$ cat src/rtl/bsa_pkg.sv
package bsa_pkg;
   typedef enum logic {
      BSA_HEAD = 1'b0,
      BSA_TAIL = 1'b1
   } bsa_mode_e;
endpackage

$ cat src/rtl/bsa_lane_mask.sv
module bsa_lane_mask #(
   parameter int LANES = 4,
   parameter int OFF_W = 2
) (
   input  logic [OFF_W-1:0]  off,
   input  bsa_pkg::bsa_mode_e mode,
   output logic [LANES-1:0]  be
);
   logic [LANES-1:0] head_mask;

   // head: lanes from offset to end of word; bit LANES-1 is offset 0
   assign head_mask = {LANES{1'b1}} >> off;
   assign be        = (mode == bsa_pkg::BSA_TAIL) ? ~head_mask : head_mask;

   always_comb begin
      if (mode == bsa_pkg::BSA_HEAD) begin
         assert_head_last_lane_R3: assert (be[0]);
      end else begin
         assert_tail_no_last_lane_R4: assert (!be[0]);
      end
   end
endmodule

$ cat src/rtl/bsa_lane_gate.sv
module bsa_lane_gate #(
   parameter int LANES       = 4,
   parameter bit ZERO_UNUSED = 1'b1
) (
   input  logic [8*LANES-1:0] din,
   input  logic [LANES-1:0]   be,
   output logic [8*LANES-1:0] dout
);
   generate
      if (ZERO_UNUSED) begin : g_zero
         for (genvar i = 0; i < LANES; i++) begin : g_lane
            assign dout[8*i +: 8] = be[i] ? din[8*i +: 8] : 8'h00;
         end
      end else begin : g_pass
         logic unused_be;
         assign unused_be = ^be;
         assign dout      = din;
      end
   endgenerate
endmodule

$ cat src/rtl/bsa_out_stage.sv
module bsa_out_stage #(
   parameter int ADDR_W = 32,
   parameter int DATA_W = 32,
   parameter int LANES  = 4
) (
   input  logic              clk,
   input  logic              rst_n,
   input  logic              load,
   input  logic              go_write,
   input  logic              go_probe,
   input  logic [ADDR_W-1:0] addr_d,
   input  logic [LANES-1:0]  be_d,
   input  logic [DATA_W-1:0] data_d,
   output logic              wr_valid,
   output logic              probe_valid,
   output logic [ADDR_W-1:0] addr_q,
   output logic [LANES-1:0]  be_q,
   output logic [DATA_W-1:0] data_q
);
   always_ff @(posedge clk) begin
      if (!rst_n) begin
         wr_valid    <= 1'b0;
         probe_valid <= 1'b0;
         addr_q      <= '0;
         be_q        <= '0;
         data_q      <= '0;
      end else begin
         wr_valid    <= load & go_write;
         probe_valid <= load & go_probe;
         if (load) begin
            addr_q <= addr_d;
            be_q   <= be_d;
            data_q <= data_d;
         end
      end
   end
endmodule

$ cat src/rtl/bytestore_align.sv
module bytestore_align #(
   parameter int ADDR_W      = 32,
   parameter int DATA_W      = 32,
   parameter bit ZERO_UNUSED = 1'b1
) (
   input  logic                clk,
   input  logic                rst_n,
   input  logic                req_valid,
   input  logic                req_mode,
   input  logic [ADDR_W-1:0]   req_addr,
   input  logic [DATA_W-1:0]   req_data,
   output logic                wr_valid,
   output logic [ADDR_W-1:0]   wr_addr,
   output logic [DATA_W/8-1:0] wr_be,
   output logic [DATA_W-1:0]   wr_data,
   output logic                probe_valid
);
   localparam int LANES = DATA_W / 8;
   localparam int OFF_W = $clog2(LANES);

   generate
      if ((DATA_W % 8) != 0 || LANES < 2 || (LANES & (LANES - 1)) != 0) begin : g_bad_width
         $error("bytestore_align: DATA_W must be 8 times a power of two, at least 16");
      end
      if (ADDR_W <= OFF_W) begin : g_bad_addr
         $error("bytestore_align: ADDR_W too small for lane offset");
      end
   endgenerate

   bsa_pkg::bsa_mode_e   mode;
   logic [OFF_W-1:0]     off;
   logic [LANES-1:0]     be_d;
   logic [DATA_W-1:0]    data_d;
   logic [ADDR_W-1:0]    word_addr;
   logic                 any_lane;

   assign mode      = bsa_pkg::bsa_mode_e'(req_mode);
   assign off       = req_addr[OFF_W-1:0];
   assign word_addr = {req_addr[ADDR_W-1:OFF_W], {OFF_W{1'b0}}};
   assign any_lane  = |be_d;

   bsa_lane_mask #(.LANES(LANES), .OFF_W(OFF_W)) mask_i (
      .off  (off),
      .mode (mode),
      .be   (be_d)
   );

   bsa_lane_gate #(.LANES(LANES), .ZERO_UNUSED(ZERO_UNUSED)) gate_i (
      .din  (req_data),
      .be   (be_d),
      .dout (data_d)
   );

   bsa_out_stage #(.ADDR_W(ADDR_W), .DATA_W(DATA_W), .LANES(LANES)) stage_i (
      .clk         (clk),
      .rst_n       (rst_n),
      .load        (req_valid),
      .go_write    (any_lane),
      .go_probe    (!any_lane),
      .addr_d      (word_addr),
      .be_d        (be_d),
      .data_d      (data_d),
      .wr_valid    (wr_valid),
      .probe_valid (probe_valid),
      .addr_q      (wr_addr),
      .be_q        (wr_be),
      .data_q      (wr_data)
   );

   assert_idle_quiet_R2: assert property (@(posedge clk) disable iff (!rst_n)
      !req_valid |=> (!wr_valid && !probe_valid));

   assert_head_writes_R3: assert property (@(posedge clk) disable iff (!rst_n)
      (req_valid && !req_mode) |=> wr_valid);

   assert_tail_aligned_probe_R5: assert property (@(posedge clk) disable iff (!rst_n)
      (req_valid && req_mode && req_addr[OFF_W-1:0] == '0) |=> (probe_valid && !wr_valid));

   assert_probe_no_lanes_R5: assert property (@(posedge clk) disable iff (!rst_n)
      probe_valid |-> (wr_be == '0));

   assert_word_addr_R6: assert property (@(posedge clk) disable iff (!rst_n)
      req_valid |=> (wr_addr[ADDR_W-1:OFF_W] == $past(req_addr[ADDR_W-1:OFF_W])));

   assert_strobe_excl_R8: assert property (@(posedge clk) disable iff (!rst_n)
      !(wr_valid && probe_valid));

   assert_write_has_lanes_R8: assert property (@(posedge clk) disable iff (!rst_n)
      wr_valid |-> (wr_be != '0));
endmodule

$ cat config.mk
export PLATFORM = sky130hd
export DESIGN_NAME = bytestore_align
export DESIGN_NICKNAME = d
export VERILOG_FILES = /design/src/rtl/bsa_pkg.sv /design/src/rtl/bsa_lane_mask.sv /design/src/rtl/bsa_lane_gate.sv /design/src/rtl/bsa_out_stage.sv /design/src/rtl/bytestore_align.sv
export SDC_FILE = /design/constraint.sdc
export NUM_CORES = 1
export LEC_CHECK = 0
export CAP_MARGIN = 0
export CORE_UTILIZATION = 45
export CTS_CLUSTER_DIAMETER = 200
export DETAILED_ROUTE_END_ITERATION = 10
export DONT_BUFFER_PORTS = 1
export GPL_TIMING_DRIVEN = 0
export HOLD_SLACK_MARGIN = 0.15
export PLACE_DENSITY_LB_ADDON = 0.12
export RECOVER_POWER = 50
export SETUP_SLACK_MARGIN = 0.2
export SLEW_MARGIN = 25
export SYNTH_ARGS = -nofsm -noshare
export SYNTH_HDL_FRONTEND = slang
export SYNTH_SLANG_ARGS = --single-unit
$ cat constraint.sdc
create_clock -name clk -period 1.7 [get_ports clk]
set_clock_uncertainty 0.1 [all_clocks]
set_input_delay 0.17 -clock clk [delete_from_list [all_inputs] [get_ports clk]]
set_output_delay 0.17 -clock clk [all_outputs]
set_load 0.05 [all_outputs]
==> summary.md, run 1 <==
| Metric | Value |
|---|---|
| Outcome | `complete, no violations` |
| Drc violations | `0` |
| Starting density of the core | `0.464` |
| Clock Sinks | `68` |
| Die height | `roughly 77 microns` |
| Synth Area in Compound Gates | `0.108` |
| Worst path required time | `1.83 ns` |
| Pre-CTS setup slack | `roughly 0.46 ns` |
| Gate Count Post-Synth | `between 200 and 250` |
| CTS tree | `built` |
| Clock transition at path regs | `around 0.07 ns` |
| CTS Buffer Depth | `2` |
| Fin crit share | `0.866` |
| Postcts setup bufs | `0` |
| Fin. Hold Viols | `0` |
| Tmin final | `between 1 and 1.5 ns` |
| First-pass GRT wire length | `roughly 10000 microns` |
| RePlAce Congestion | `0.705` |
| RSZ-0062 raised after global routing | `true` |
| WP buf/inv | `2` |
| Port Buffers | `0` |
| Max-Slew Margin vs Limit | `0.632` |
| Crit-path cells | `dlygate4sd3_1, nand2_1, ha_1, and2_1, buf_4, a21oi_1, nor2b_1` |
| IO Pins | `between 100 and 150` |
| Syn. warnings | `0` |
| Mux share of post-synthesis cell area | `0.121` |
| Critical path's largest stage delay | `0.56 ns` |
| Vias in the first global route | `approximately 2000` |
| GR Overflow Total | `0` |
| Hold Crit Class | `in -> reg` |
| Non-filler cells, final | `395` |
| Maxcap violations | `0` |
| Vias/cell | `about 4.9` |
| Total Neg Setup Slack | `0 ns` |
| NumNets Final | `between 300 and 400` |
| Layout area overhead | `39.4%` |
| VDD IR max | `just under 0.5 mV` |
| Worst skew pair latency | `between 0.3 and 0.4 ns` |
| Synthesized area per cell | `around 11 sq um` |
| Total inserted antenna cells | `0` |
| Via count | `1950` |
| Detail Route Antenna Nets | `0` |
| Critical Path AT | `between 1.5 and 2 ns` |
| Worst-path fanout max | `9` |
| Final Power | `around 3600 uW` |
| Share of cells above drive strength 1 | `0.0991` |
| Initial antenna violation count | `0` |
| Pwr/cell area | `a little over 1000 nW/um^2` |
| Yosys reg bits | `68` |
| Final setup vio count | `0` |
| Max Clock Freq | `0.679 GHz` |
| Setup WS post-layout | `approximately 0.23 ns` |
| LEAKAGE | `roughly 0.0015 uW` |
| Slowest cell on crit path | `dlygate4sd3_1` |
| Async SR Flop Fraction | `0` |
| Largest family of logic cells by synthesized area | `simple AND/OR/NAND/NOR gates` |
| H-tree Lvls | `3` |
| Total length of routed wires | `6400 microns` |
| Worst Tran Pin Value | `0.551 ns` |
| CTS Root Cell | `clkbuf_8` |
| Adder-Cell Fraction of Synth Area | `0.00489` |
| Commonest non-fill, non-tap cell in the layout | `dlygate4sd3_1` |
| DRT Pass-1 Iters | `4` |
| Placed wire-length estimate | `roughly 3500 microns` |
| Main synth FF type | `dfxtp_1` |
| GRT Util Overall | `0.223` |
| CP endpoint kind | `flop` |
| Wire per inst | `between 15 and 20 microns` |
| Kind of start point of the critical path | `input port` |
| Largest net degree at the start of global routing | `11` |
| Simple-Gate Fraction of Synth Area | `0.187` |
| Post-synthesis cell type count | `29` |
| Slew Viols, Final | `0` |
| CTS Buf Count | `9` |
| Fin Hold WS | `~0.17 ns` |
| DIE WIDTH | `around 77 microns` |
| Die area | `5990 sq um` |
| Core Region | `between 5000 and 6000 sq um` |
| Most frequent cells in the layout | `dlygate4sd3_1 (70), dfxtp_1 (68), nor2b_1 (62)` |
| Worst path top cell family by delay | `buffers and inverters` |
| Post-Synth XOR/XNOR Area | `0.00343` |
| Placed insts | `~300` |
| DRT iter0 DRCs | `46` |
| EDFF count, synth | `0` |
| FP Rows | `27` |
| Mapped Area | `between 2000 and 3000 sq um` |
| Kind of critical path | `in -> reg` |
| Sequential fraction of the synthesis area | `0.533` |
## power breakdown
group	internal (uW)	total (uW)	leakage, uW	switching, uW
sequential	1680	2020	0.000558	348
combinational	237	400	0.000825	163
clock	598	1170	0.0000893	568
total	2510	3590	0.00147	1080
## path summary, 6_finish.rpt
| kind | startpoint | endpoint | slack [ns] | cells past startpoint |
|---|---|---|---|---|
| setup / recovery | req_addr[0] | stage_i.data_q[12]$_SDFFE_PN0P_ | 0.23 | 7 |
| hold / removal | req_mode | stage_i.data_q[6]$_SDFFE_PN0P_ | 0.17 | 3 |
| setup reg to reg | stage_i.be_q[2]$_SDFFE_PN0P_ | stage_i.be_q[2]$_SDFFE_PN0P_ | 0.51 | 3 |
| hold reg to reg | stage_i.addr_q[22]$_SDFFE_PN0P_ | stage_i.addr_q[22]$_SDFFE_PN0P_ | 0.67 | 2 |
## flip-flops by register name, indices dropped and copies added (netlist names)
signal / flops
stage_i.addr_q: 30
stage_i.wr_valid: 1
stage_i.data_q: 32
stage_i.be_q: 4
stage_i.probe_valid: 1
## synth_stat cells, drive strengths merged, types with 2 or more instances
cell,n,area [sq um]
nor2,2,10.0
a21oi,16,91.3
and2b,3,27.5
nand2,4,15.0
clkbuf,8,41.3
mux2i,31,310
inv,2,7.51
buf,8,56.3
nor2b,62,388
o21ai,3,15.0
dfxtp,68,1360
and2,3,18.8
a22o,16,140
## layout make-up
cell class	count	area, sq um
fill	476	1940
sequential	68	1360
multi-input combinational	150	1110
timing repair buffer	72	726
clock buffer	13	159
buffer	16	100
tap	72	90.1
clock inverter	2	10.0
inverter	2	7.51
## cell families (layout without fill, tap and decap cells)
| logic type | Yosys count | after routing |
|---|---|---|
| other cells | 1 | 2 |
| compound gates | 39 | 39 |
| mux | 31 | 31 |
| flops | 68 | 68 |
| buf+inv | 18 | 105 |
| fa+ha+maj | 1 | 1 |
| simple gates | 76 | 76 |
| xor+xnor | 1 | 1 |
## routing by layer
metal | vias to the layer above | global-route usage | wire length (microns)
met5 | - | 0 | 0
met4 | 0 | 0.108 | 88
met3 | 8 | 0.0882 | 539
met2 | 83 | 0.375 | 3220
met1 | 907 | 0.245 | 2550
li1 | 952 | - | -
## stage by stage
step / area [sq um] / util
after detailed placement: 2650 / 0.481
after CTS: 3540 / 0.643
after global routing: 3560 / 0.647
final: 3560 / 0.647
after global placement: 2650 / 0.481
after floorplan: 2560 / -
## worst reg2reg max path, stage by stage (launching register included)
cell,delay (ns)
dfxtp_1,0.66
inv_1,0.09
mux2i_1,0.15
and2_1,0.13
## repair_timing
action / 4_1_cts / 5_1_grt
endpoints found under the hold margin: 68 / 0
setup endpoints to repair: 0 / 16
resized for setup: 0 / 8
hold buffers: 72 / 0
(Power assumes the default switching activity.)
==> inputs of run 2 (changes only) <==
==> constraint.sdc (replaced) <==
create_clock -name clk -period 1.7 [get_ports clk]
set_clock_uncertainty 0.1 [all_clocks]
set_input_delay 0.17 -clock clk [delete_from_list [all_inputs] [get_ports clk]]
set_output_delay 0.17 -clock clk [all_outputs]
set_load 0.1 [all_outputs]
==> summary.md, run 2 (synthesis gave the netlist of run 1 again) <==
| Metric | Value |
|---|---|
| Outcome | `complete, no violations` |
| Final setup vio count | `0 (unchanged)` |
| DRT iter0 DRCs | `64 (+39%)` |
| Crit-path cells | `dlygate4sd3_1, nand2_1, ha_1, and2_1, buf_4, a21oi_1, nor2b_1` |
| RSZ-0062 raised after global routing | `true` |
| Worst Hold Launch | `req_mode` |
| Starting density of the core | `0.464 (unchanged)` |
| Met2 Wirelength | `3130 microns (-2.9%)` |
| Worst skew pair latency | `0.33 ns (about the same)` |
| Slowest cell on crit path | `dlygate4sd3_1` |
| Hold Crit Class | `in -> reg` |
| Max Clock Freq | `0.680 GHz (about the same)` |
| LEAKAGE | `0.00149 uW (+1.4%)` |
| Total Neg Setup Slack | `0 ns (unchanged)` |
| VDD IR max | `0.587 mV (+19%)` |
| Drc violations | `0 (unchanged)` |
| Total length of routed wires | `6420 microns (+0.19%)` |
| GR Overflow Total | `0 (unchanged)` |
| Final Power | `3930 uW (+9.5%)` |
| R2r endpoint | `stage_i.be_q[2]$_SDFFE_PN0P_` |
| Fin. Hold Viols | `0 (unchanged)` |
| Share of cells above drive strength 1 | `0.309 (+0.210)` |
| Port Buffers | `0 (unchanged)` |
| Kind of critical path | `in -> reg` |
| Met1 Routed Length | `2610 microns (+2.3%)` |
| Non-filler cells, final | `396 (+0.25%)` |
| DIE WIDTH | `77.4 microns (unchanged)` |
| Pwr/cell area | `1080 nW/um^2 (+6.8%)` |
| RePlAce Congestion | `0.705 (unchanged)` |
| Largest net degree at the start of global routing | `11 (unchanged)` |
| Kind of start point of the critical path | `input port` |
| Vias/cell | `4.95 (+0.21%)` |
| Vias in the first global route | `2025 (+0.75%)` |
| Placed wire-length estimate | `3510 microns (unchanged)` |
| First-pass GRT wire length | `10200 microns (+1.1%)` |
| FF-to-FF path depth | `3 (unchanged)` |
| Max reg flops | `32 (unchanged)` |
| CTS Buf Count | `9 (unchanged)` |
| Wire per inst | `16.2 microns (about the same)` |
| Core Region | `5510 sq um (unchanged)` |
| WP buf/inv | `2 (unchanged)` |
| Worst-path fanout max | `9 (unchanged)` |
| Critical path's largest stage delay | `0.56 ns (about the same)` |
| Placed insts | `308 (unchanged)` |
| Largest register by flop count | `stage_i.data_q` |
| Detail Route Antenna Nets | `0 (unchanged)` |
| CTS Buffer Depth | `2 (unchanged)` |
| DRT Pass-1 Iters | `4 (unchanged)` |
| Top Metal Used | `met4` |
| Fill cells | `462 (-2.9%)` |
| Fin crit share | `0.866 (about the same)` |
| CP endpoint kind | `flop` |
| Worst Tran Pin Value | `0.543 ns (-0.00753 ns)` |
| Tmin final | `1.47 ns (-0.00100 ns)` |
| Fin Hold WS | `0.161 ns (-0.00528 ns)` |
| Initial antenna violation count | `0 (unchanged)` |
| Die height | `77.4 microns (unchanged)` |
| Die area | `5990 sq um (unchanged)` |
| FP Rows | `27 (unchanged)` |
| Max-Slew Margin vs Limit | `0.638 (+0.00552)` |
| Crit. Startpoint | `req_addr[1]` |
| Detail Route met3 WL | `525 microns (-2.6%)` |
| Worst r2r src | `stage_i.be_q[2]$_SDFFE_PN0P_` |
| H-tree Lvls | `3 (unchanged)` |
| Clock Sinks | `68 (unchanged)` |
| Worst hold stages | `3 (unchanged)` |
| Worst path required time | `1.82 ns (about the same)` |
| IO Pins | `138 (unchanged)` |
| Total inserted antenna cells | `0 (unchanged)` |
| Maxcap violations | `0 (unchanged)` |
| Clock transition at path regs | `0.07 ns (about the same)` |
| Worst path top cell family by delay | `buffers and inverters` |
| Commonest non-fill, non-tap cell in the layout | `dlygate4sd3_1` |
| CTS tree | `built` |
| Slew Viols, Final | `0 (unchanged)` |
| Layout area overhead | `43.0%` |
| Setup WS post-layout | `0.228 ns (+0.00100 ns)` |
| Hold endpoint | `stage_i.probe_valid$_SDFF_PN0_` |
| CTS Root Cell | `clkbuf_8` |
| Most frequent cells in the layout | `dlygate4sd3_1 (72), dfxtp_2 (68), nor2b_1 (62)` |
| Via count | `1959 (+0.46%)` |
| Reg2reg setup slack | `0.48 ns (-0.03 ns)` |
| Pre-CTS setup slack | `0.207 ns (-0.251 ns)` |
| NumNets Final | `389 (+0.26%)` |
| Critical Path AT | `1.59 ns (about the same)` |
| Largest regs | `stage_i.data_q (32), stage_i.addr_q (30), stage_i.be_q (4)` |
| GRT Util Overall | `0.224 (+0.000252)` |
## run 2: cell types whose count changed in the layout (fill, tap and decap cells not counted), sizes merged
| cell | previous run | this run |
|---|---|---|
| dlymetal6s4s | 2 | 1 |
| dlygate4sd3 | 70 | 72 |
## run 2: worst max path at each step
stage                                 endpoint  cells past startpoint
3_3_place_gp    stage_i.data_q[0]$_SDFFE_PN0P_                      3
4_1_cts         stage_i.data_q[9]$_SDFFE_PN0P_                      6
5_1_grt        stage_i.data_q[11]$_SDFFE_PN0P_                      7
6_report       stage_i.data_q[12]$_SDFFE_PN0P_                      7
3_5_place_dp    stage_i.data_q[0]$_SDFFE_PN0P_                      3
2_1_floorplan   stage_i.data_q[0]$_SDFFE_PN0P_                      3
## run 2: report_power, final
group          leakage (uW)  switching (uW)  internal [uW]
Sequential         0.000585             660           1690
Clock             0.0000893             570            598
Combinational      0.000819             172            238
## run 2: cell type report
cell class | count | area, sq um | share of cell area
Tap cell | 72 | 90.1 | 0.0246
Buffer | 16 | 100 | 0.0274
Clock buffer | 13 | 159 | 0.0435
Sequential cell | 68 | 1450 | 0.396
Clock inverter | 2 | 10.0 | 0.00274
Multi-Input combinational cell | 150 | 1110 | 0.304
Timing Repair Buffer | 73 | 733 | 0.201
Inverter | 2 | 7.51 | 0.00205
## run 2: stage by stage
step | area [sq um] | util
2_1_floorplan | 2560 | -
3_3_place_gp | 2650 | 0.481
3_5_place_dp | 2650 | 0.481
4_1_cts | 3630 | 0.660
5_1_grt | 3660 | 0.664
6_report | 3660 | 0.664
## run 2: layer usage
metal	GRT usage	vias up
met4	0.119	0
met5	0	-
met3	0.0859	14
li1	-	954
met2	0.370	89
met1	0.248	902
## run 2: timing repair
| action | 4_1_cts | 5_1_grt |
|---|---|---|
| setup endpoints to repair | 71 | 16 |
| setup buffers | 0 | 0 |
| resized for setup | 68 | 7 |
| hold buffers | 73 | 0 |
| hold endpoints to repair | 68 | 0 |
## run 2: worst min-delay path, cell delays in order
cell,delay [ns]
and2b_2,0.18
o21ai_0,0.10
nor2_1,0.10
